==> src/rtl/ptw_pkg.sv <==
package ptw_pkg;

    typedef enum logic [2:0] {
        ST_IDLE,
        ST_L1_REQ,
        ST_L1_WAIT,
        ST_L2_REQ,
        ST_L2_WAIT
    } walk_st_e;

    typedef enum logic [1:0] {
        ACC_LOAD  = 2'd0,
        ACC_STORE = 2'd1,
        ACC_FETCH = 2'd2,
        ACC_RSVD  = 2'd3
    } access_e;

    localparam int PTE_PRESENT_BIT = 0;
    localparam int PTE_PERM_LO     = 1;
    localparam int PTE_PERM_W      = 3;
    localparam int LEVELS          = 2;

endpackage

==> src/rtl/ptw_entry_addr.sv <==
module ptw_entry_addr #(
    parameter int PA_W  = 32,
    parameter int IDX_W = 10
) (
    input  logic [PA_W-1:0]  table_base,
    input  logic [IDX_W-1:0] index,
    output logic [PA_W-1:0]  entry_addr
);
    localparam int PAD_W = PA_W - IDX_W - 2;

    always_comb begin
        entry_addr = table_base + {{PAD_W{1'b0}}, index, 2'b00};
    end
endmodule

==> src/rtl/ptw_perm_check.sv <==
module ptw_perm_check
    import ptw_pkg::*;
(
    input  logic [PTE_PERM_W:0] pte_low,
    input  logic [1:0]          access,
    output logic                present,
    output logic                allowed,
    output logic [PTE_PERM_W-1:0] perm
);
    always_comb begin
        present = pte_low[PTE_PRESENT_BIT];
        perm    = pte_low[PTE_PERM_LO +: PTE_PERM_W];
        unique case (access_e'(access))
            ACC_LOAD:  allowed = perm[0];
            ACC_STORE: allowed = perm[1];
            ACC_FETCH: allowed = perm[2];
            default:   allowed = 1'b0;
        endcase
    end
endmodule

==> src/rtl/pt_walker.sv <==
module pt_walker
    import ptw_pkg::*;
#(
    parameter int IDX_W = 10,
    parameter int OFF_W = 12,
    parameter int PA_W  = 32
) (
    input  logic                    clk,
    input  logic                    rst_n,
    input  logic                    req_valid,
    output logic                    req_ready,
    input  logic [2*IDX_W+OFF_W-1:0] req_vaddr,
    input  logic [1:0]              req_access,
    input  logic [PA_W-1:0]         root_base,
    output logic                    mem_req_valid,
    input  logic                    mem_req_ready,
    output logic [PA_W-1:0]         mem_req_addr,
    input  logic                    mem_rsp_valid,
    input  logic [PA_W-1:0]         mem_rsp_data,
    output logic                    cpl_valid,
    output logic                    cpl_page_fault,
    output logic                    cpl_prot_fault,
    output logic [PA_W-1:0]         cpl_paddr,
    output logic                    tlb_we,
    output logic [2*IDX_W-1:0]      tlb_vpn,
    output logic [PA_W-OFF_W-1:0]   tlb_ppn,
    output logic [PTE_PERM_W-1:0]   tlb_perm
);
    localparam int VA_W  = 2*IDX_W + OFF_W;
    localparam int VPN_W = VA_W - OFF_W;
    localparam int PPN_W = PA_W - OFF_W;

    typedef struct packed {
        walk_st_e              st;
        logic [VA_W-1:0]       vaddr;
        logic [1:0]            acc;
        logic [PA_W-1:0]       base;
        logic                  cpl;
        logic                  pf;
        logic                  pv;
        logic                  we;
        logic [PPN_W-1:0]      ppn;
        logic [PTE_PERM_W-1:0] perm;
    } walk_reg_t;

    walk_reg_t r_q, r_d;

    // Entry address per level; level 0 uses the upper index field
    logic [PA_W-1:0] lvl_addr [LEVELS];
    for (genvar lv = 0; lv < LEVELS; lv++) begin : g_lvl
        ptw_entry_addr #(.PA_W(PA_W), .IDX_W(IDX_W)) u_addr (
            .table_base (r_q.base),
            .index      (r_q.vaddr[OFF_W + IDX_W*(LEVELS-1-lv) +: IDX_W]),
            .entry_addr (lvl_addr[lv])
        );
    end

    logic                  pte_present;
    logic                  pte_allowed;
    logic [PTE_PERM_W-1:0] pte_perm;

    ptw_perm_check u_chk (
        .pte_low (mem_rsp_data[PTE_PERM_W:0]),
        .access  (r_q.acc),
        .present (pte_present),
        .allowed (pte_allowed),
        .perm    (pte_perm)
    );

    logic unused_rsvd_bits;
    assign unused_rsvd_bits = ^mem_rsp_data[OFF_W-1:PTE_PERM_W+1];

    always_comb begin
        r_d    = r_q;
        r_d.cpl = 1'b0;
        r_d.pf  = 1'b0;
        r_d.pv  = 1'b0;
        r_d.we  = 1'b0;
        unique case (r_q.st)
            ST_IDLE: begin
                if (req_valid) begin
                    r_d.vaddr = req_vaddr;
                    r_d.acc   = req_access;
                    r_d.base  = root_base;
                    r_d.st    = ST_L1_REQ;
                end
            end
            ST_L1_REQ: begin
                if (mem_req_ready) r_d.st = ST_L1_WAIT;
            end
            ST_L1_WAIT: begin
                if (mem_rsp_valid) begin
                    if (!pte_present) begin
                        r_d.cpl = 1'b1;
                        r_d.pf  = 1'b1;
                        r_d.st  = ST_IDLE;
                    end else begin
                        r_d.base = {mem_rsp_data[PA_W-1:OFF_W], {OFF_W{1'b0}}};
                        r_d.st   = ST_L2_REQ;
                    end
                end
            end
            ST_L2_REQ: begin
                if (mem_req_ready) r_d.st = ST_L2_WAIT;
            end
            ST_L2_WAIT: begin
                if (mem_rsp_valid) begin
                    r_d.cpl = 1'b1;
                    r_d.st  = ST_IDLE;
                    if (!pte_present) begin
                        r_d.pf = 1'b1;
                    end else if (!pte_allowed) begin
                        r_d.pv = 1'b1;
                    end else begin
                        r_d.we   = 1'b1;
                        r_d.ppn  = mem_rsp_data[PA_W-1:OFF_W];
                        r_d.perm = pte_perm;
                    end
                end
            end
            default: r_d.st = ST_IDLE;
        endcase
    end

    always_ff @(posedge clk) begin
        if (!rst_n) begin
            r_q <= '{st: ST_IDLE, default: '0};
        end else begin
            r_q <= r_d;
        end
    end

    assign req_ready      = (r_q.st == ST_IDLE);
    assign mem_req_valid  = (r_q.st == ST_L1_REQ) || (r_q.st == ST_L2_REQ);
    assign mem_req_addr   = (r_q.st == ST_L2_REQ) ? lvl_addr[1] : lvl_addr[0];
    assign cpl_valid      = r_q.cpl;
    assign cpl_page_fault = r_q.pf;
    assign cpl_prot_fault = r_q.pv;
    assign tlb_we         = r_q.we;
    assign tlb_vpn        = r_q.vaddr[VA_W-1:OFF_W];
    assign tlb_ppn        = r_q.ppn;
    assign tlb_perm       = r_q.perm;
    assign cpl_paddr      = {r_q.ppn, r_q.vaddr[OFF_W-1:0]};

    // nothing is pending out of reset
    a_r1_idle_after_reset: assert property (@(posedge clk)
        $rose(rst_n) |-> req_ready && !mem_req_valid && !cpl_valid);

    // a stalled read keeps its address
    a_r2_read_held: assert property (@(posedge clk) disable iff (!rst_n)
        mem_req_valid && !mem_req_ready |=> mem_req_valid && $stable(mem_req_addr));

    // completion is a single-cycle pulse
    a_r8_single_pulse: assert property (@(posedge clk) disable iff (!rst_n)
        cpl_valid |=> !cpl_valid);

    // exactly one outcome flag with each pulse
    a_r8_one_outcome: assert property (@(posedge clk) disable iff (!rst_n)
        cpl_valid |-> $countones({tlb_we, cpl_page_fault, cpl_prot_fault}) == 1);

    // outcome flags stay low without a pulse
    a_r8_quiet: assert property (@(posedge clk) disable iff (!rst_n)
        !cpl_valid |-> !tlb_we && !cpl_page_fault && !cpl_prot_fault);

    // an accepted request makes the walker busy
    a_r9_busy_after_accept: assert property (@(posedge clk) disable iff (!rst_n)
        req_valid && req_ready |=> !req_ready && mem_req_valid);

    // no table read while idle
    a_r9_idle_no_read: assert property (@(posedge clk) disable iff (!rst_n)
        req_ready |-> !mem_req_valid);

    // refill is a completed walk and carries the returned page
    a_r7_refill_ppn: assert property (@(posedge clk) disable iff (!rst_n)
        tlb_we |-> cpl_paddr[PA_W-1:OFF_W] == tlb_ppn && cpl_valid);

endmodule

==> config.mk <==
export PLATFORM = sky130hd
export DESIGN_NAME = pt_walker
export DESIGN_NICKNAME = d
export VERILOG_FILES = /design/src/rtl/ptw_pkg.sv /design/src/rtl/ptw_entry_addr.sv /design/src/rtl/ptw_perm_check.sv /design/src/rtl/pt_walker.sv
export SDC_FILE = /design/constraint.sdc
export NUM_CORES = 1
export LEC_CHECK = 0
export BUFFER_PORTS_ARGS = -buffer_cell sky130_fd_sc_hd__buf_2
export CELL_PAD_IN_SITES_DETAIL_PLACEMENT = 0
export CELL_PAD_IN_SITES_GLOBAL_PLACEMENT = 1
export CORE_ASPECT_RATIO = 0.75
export CORE_UTILIZATION = 40
export CTS_CLUSTER_DIAMETER = 80
export CTS_CLUSTER_SIZE = 10
export DETAILED_ROUTE_END_ITERATION = 10
export PLACE_DENSITY = 0.82
export RECOVER_POWER = 100
export SYNTH_ARGS = -nofsm -noshare
export SYNTH_HDL_FRONTEND = slang
export SYNTH_HIERARCHICAL = 1
export SYNTH_SLANG_ARGS = --single-unit
==> constraint.sdc <==
create_clock -name clk -period 4.05 [get_ports clk]
set_input_delay 0.2025 -clock clk [delete_from_list [all_inputs] [get_ports clk]]
set_output_delay 0.2025 -clock clk [all_outputs]
set_load 0.05 [all_outputs]
==> After elaboration in Yosys (flattened, before gate mapping) <==
Index checks and enable logic that the tools add are counted.
{ "classes": {"reduce_logical": 9, "n_addsub": 2, "mux": 19, "eq_ne": 12} }
{ "ops": {"columns": ["cell", "n"], "rows": [
  ["two-way mux 69 bit", 1],
  ["adder 32 x 12 -> 32 bit", 2],
  ["two-way mux 32 bit", 2],
  ["case mux 32 bit (2 select lines)", 1],
  ["two-way mux 34 bit", 1],
  ["two-way mux 27 bit", 1],
  ["two-way mux 25 bit", 1],
  ["two-way mux 24 bit", 1],
  ["case mux 3 bit (5 select lines)", 1],
  ["two-way mux 3 bit", 4],
  ["!= test 2 bit (second input constant)", 6],
  ["AND reduction 4 bit", 3],
  ["== test 3 x 2 -> 1 bit (second input constant)", 2],
  ["AND reduction 5 bit", 1],
  ["two-way mux 2 bit", 2],
  ["case mux 2 bit (2 select lines)", 1],
  ["== test 3 x 1 -> 1 bit (second input constant)", 1],
  ["== test 3 bit (second input constant)", 1],
  ["logical NOT 3 bit", 1],
  ["case mux 1 bit (3 select lines)", 1],
  ["== test 2 x 1 -> 1 bit (second input constant)", 1],
  ["== test 2 bit (second input constant)", 1],
  ["logical NOT 2 bit", 1],
  ["two-way mux 1 bit", 2],
  ["other kinds (3)", 3]
]} }
{ "word_totals": {"wordCells": 52, "register_bits": 96, "out_inout_bits": 113} }

==> Logic depth before layout (Yosys ltp) <==
{ "logic_depth": {"ltp_word": 6, "depth_mapped": 11} }

==> Modules after synthesis <==
The synthesis kept the hierarchy.
{ "modules_own_cells": {"columns": ["module", "n_inst", "cells_each", "area_each_um2"], "rows": [
  ["pt_walker", 1, 557, 4822.1],
  ["ptw_entry_addr", 2, 121, 879.6],
  ["ptw_perm_check", 1, 7, 52.6]
]} }

==> Least setup slack after synthesis <==
No wires, ideal clock.
{ "synth_timing": {"path_type": "flip-flop to output port", "start": "reg r_q[29] (netlist bit)", "end": "out mem_req_addr[22]", "t_arrival_ns": 2.291, "path_stages_with_launch": 12, "slack_ns": 1.557, "path_cell_list": "dfxtp_1 ha_1 inv_1 fa_1 and2b_1 o2111ai_1 a21oi_1 o41a_1 buf_6 nand4_1 xnor2_1 mux2_2"} }
{ "synth_rtl": {"columns": ["item", "line", "rtl"], "rows": [
  ["start: declaration", "pt_walker.sv:46", "walk_reg_t r_q, r_d;"],
  ["start signal: assignment", "pt_walker.sv:129", "r_q <= r_d;"],
  ["end: declaration", "pt_walker.sv:17", "output logic [PA_W-1:0] mem_req_addr,"]
]} }

==> results.json <==
{
  "ctsHoldBuffers": 0,
  "timing.rr.end": "r_q[39]",
  "core_mm2": 0.01612,
  "fp.dieW_um": 150.7,
  "setup_viol": 0,
  "die-area_mm2": 0.01711,
  "hold_class": "in2reg",
  "hold_depth": 3,
  "maxCapViolCount": 1,
  "drt-initial-drc-count": 395,
  "layout-drive-gt1-share_pct": 17.96,
  "numPortBuffers": 207,
  "run_status": "finished with violations",
  "preCtsSetupSlack_ns": 1.019,
  "ir_drop_mv": 0.1900,
  "crit_buf_inv": 2,
  "yosysWarningCount": 6,
  "utilization_pct": 44.18,
  "avgSynthCellArea_um2": 8.231,
  "synth_cells": 806,
  "ys_ff_latch": 96,
  "hold_end": "r_q[37]",
  "synth_area_leader_cell": "dfxtp_1",
  "power_density_mw_per_mm2": 381.2,
  "crit_slowest_cell": "clkbuf_1",
  "numCtsBuffers": 9,
  "finalCriticalPeriod_ns": 3.593,
  "remaining_drc_errors": 0,
  "htreeDepth": 3,
  "reg2regPathDepth": 4,
  "r2r_slack_ns": 1.26,
  "grt_usage_pct": 21.47,
  "critPathTopFamily": "compound AO/OA/AOI/OAI gates",
  "max_slew_margin_pct": -4.866,
  "fin_crit_sh_pct": 88.73,
  "routedWlPerCell_um": 16.79,
  "cts_sinks": 96,
  "clk_latency_ns": 0.35,
  "root_buffer": "clkbuf_16",
  "hold_slack_ns": 0.06599,
  "max_stage_delay_ns": 0.49,
  "nets": 1011,
  "worst_pin_slew_ns": 1.573,
  "cp.arrival_ns": 3.39,
  "cts_resized": 0,
  "dr_total_vias": 5924,
  "dpl.hpwl_mm": 13.09,
  "crit_fanout": 10,
  "yosysUniqueCellTypes": 59,
  "fillCellCount": 1706,
  "crit_required_ns": 3.85,
  "grt_start_max_net_pins": 67,
  "yosysMostFrequentCell": "nand2_1",
  "violations": "capacitance limit, slew limit",
  "cts.path.max_buffers": 2,
  "async_flop_share_pct": 0,
  "critPathLaunchType": "flip-flop",
  "synth_seq_area_share_pct": 28.97,
  "synth_fp_nets": 931,
  "gr-total-overflow": 0,
  "grt_pass1_vias": 5284,
  "fin_ws_ns": 0.4566,
  "maxSlewViolCount": 33,
  "finalWirelength_mm": 18.48,
  "ios": 216,
  "die_height_um": 113.5,
  "ant_nets": 0,
  "ys.flop_type": "dfxtp_1",
  "cp-end-kind": "output port",
  "finalSetupTns_ns": 0,
  "grt_first_pass_wirelength_mm": 28.60,
  "initial_utilization_pct": 41.16,
  "fin_worst_skew_ns": 0.01050,
  "synthTopCellsByArea": "dfxtp_1, buf_4, a21oi_1",
  "area_growth_pct": 7.337,
  "via_per_inst": 5.381,
  "finalHoldViolations": 0,
  "synth_enable_flop_cells": 0,
  "critical_path_depth": 11,
  "drtPass1Iterations": 5,
  "power_mw": 2.714,
  "worstSetupPathType": "reg2out",
  "multi_input_area_mm2": 0.003655,
  "hp-start": "root_base[10]",
  "clk_pin_slew_worst_paths_ns": 0.07,
  "postCtsSetupBuffers": 0,
  "final-seq-area_mm2": 0.001922,
  "insertedDiodeCount": 0,
  "yosys.area.top_type_share_pct": 28.97,
  "antenna_found_initial": 0,
  "r2r_start": "r_q[94]",
  "synth_common_cells": "nand2_1, dfxtp_1, buf_4",
  "cts_tree": "done",
  "syn_area_mm2": 0.006634,
  "gp_congestion": 0.8958,
  "rsz0062_at_grt": "false",
  "p_leak_nw": 2.823,
  "worstPathCellList": "ha_1 -> inv_1 -> fa_1 -> and2b_1 -> o2111ai_1 -> a21oi_1 -> o41a_1 -> nand4_1 -> xnor2_1 -> mux2_2 -> clkbuf_1",
  "max_freq_mhz": 278.3,
  "rows": 40
}
state kept, by name, summed over array words and instances, names as in the netlist:
register / cells
cpl_paddr: 12
cpl_page_fault: 1
cpl_prot_fault: 1
cpl_valid: 1
r_q: 37
tlb_perm: 3
tlb_ppn: 20
tlb_vpn: 20
tlb_we: 1
worst register-to-register path: cells and delay by family (launching register included):
kind                   cells  cell delay, ns
buffers and inverters      1            1.17
flip-flops                 1            0.67
AO/OA/AOI/OAI              2            0.55
AND/OR/NAND/NOR            1            0.22
final cells by class:
cell class                      count  area share [%]
Clock buffer                       10           3.356
Multi-Input combinational cell    553           51.33
Sequential cell                    96           26.99
Tap cell                          210           3.690
Clock inverter                      6          0.8610
Timing Repair Buffer              212           13.04
Inverter                           14          0.7380
kinds of logic after synthesis:
group | after synthesis | share of synthesized area (%)
buf+inv | 157 | 15.35
mux | 33 | 5.583
fa+ha+maj | 22 | 4.376
simple gates | 252 | 19.11
flops | 96 | 28.97
xor+xnor | 55 | 7.261
compound gates | 191 | 19.35
metal layers:
metal	vias to the layer above	track usage (%)	wire length, µm
met1	2771	32.58	9402
met3	17	4.120	1205
li1	2932	-	-
met5	-	0	0
met4	0	5.200	204
met2	204	30.69	7670
placed cells by master, fill, tap and decap left out, types with 13 or more instances in the layout:
| cell | Yosys | final |
|---|---|---|
| xnor2_1 | 33 | 33 |
| a32oi_1 | 20 | 20 |
| mux2_2 | 30 | 29 |
| dfxtp_1 | 96 | 96 |
| o21ai_0 | 41 | 41 |
| nand4_1 | 14 | 14 |
| clkbuf_1 | 27 | 112 |
| ha_1 | 20 | 20 |
| buf_2 | 16 | 97 |
| nand2_1 | 101 | 101 |
| xor2_1 | 22 | 22 |
| a221oi_1 | 14 | 20 |
| a21oi_1 | 76 | 76 |
| nand3_1 | 46 | 46 |
| nor2_1 | 37 | 37 |
| inv_1 | 13 | 13 |
power breakdown:
part,internal (mW),switching [mW]
sequential,1.00,0.0947
combinational,0.225,0.520
clock,0.450,0.423
total,1.68,1.04
how the worst max path moves through the flow:
stage,from,endpoint,slack [ns]
final,r_q[29],mem_req_addr[30],0.46
after CTS,r_q[29],mem_req_addr[26],0.63
after global placement,r_q[29],mem_req_addr[26],1.02
after floorplan,r_q[29],mem_req_addr[22],1.56
after global routing,r_q[29],mem_req_addr[30],0.27
after detailed placement,r_q[29],mem_req_addr[26],1.02
stage by stage:
step	instance area [µm²]	std cells
floorplan	6634	806
global placement	7012	1085
detailed placement	7012	1085
CTS	7312	1101
global route	7121	1101
finish	7121	1101
(Power assumes the default switching activity.)
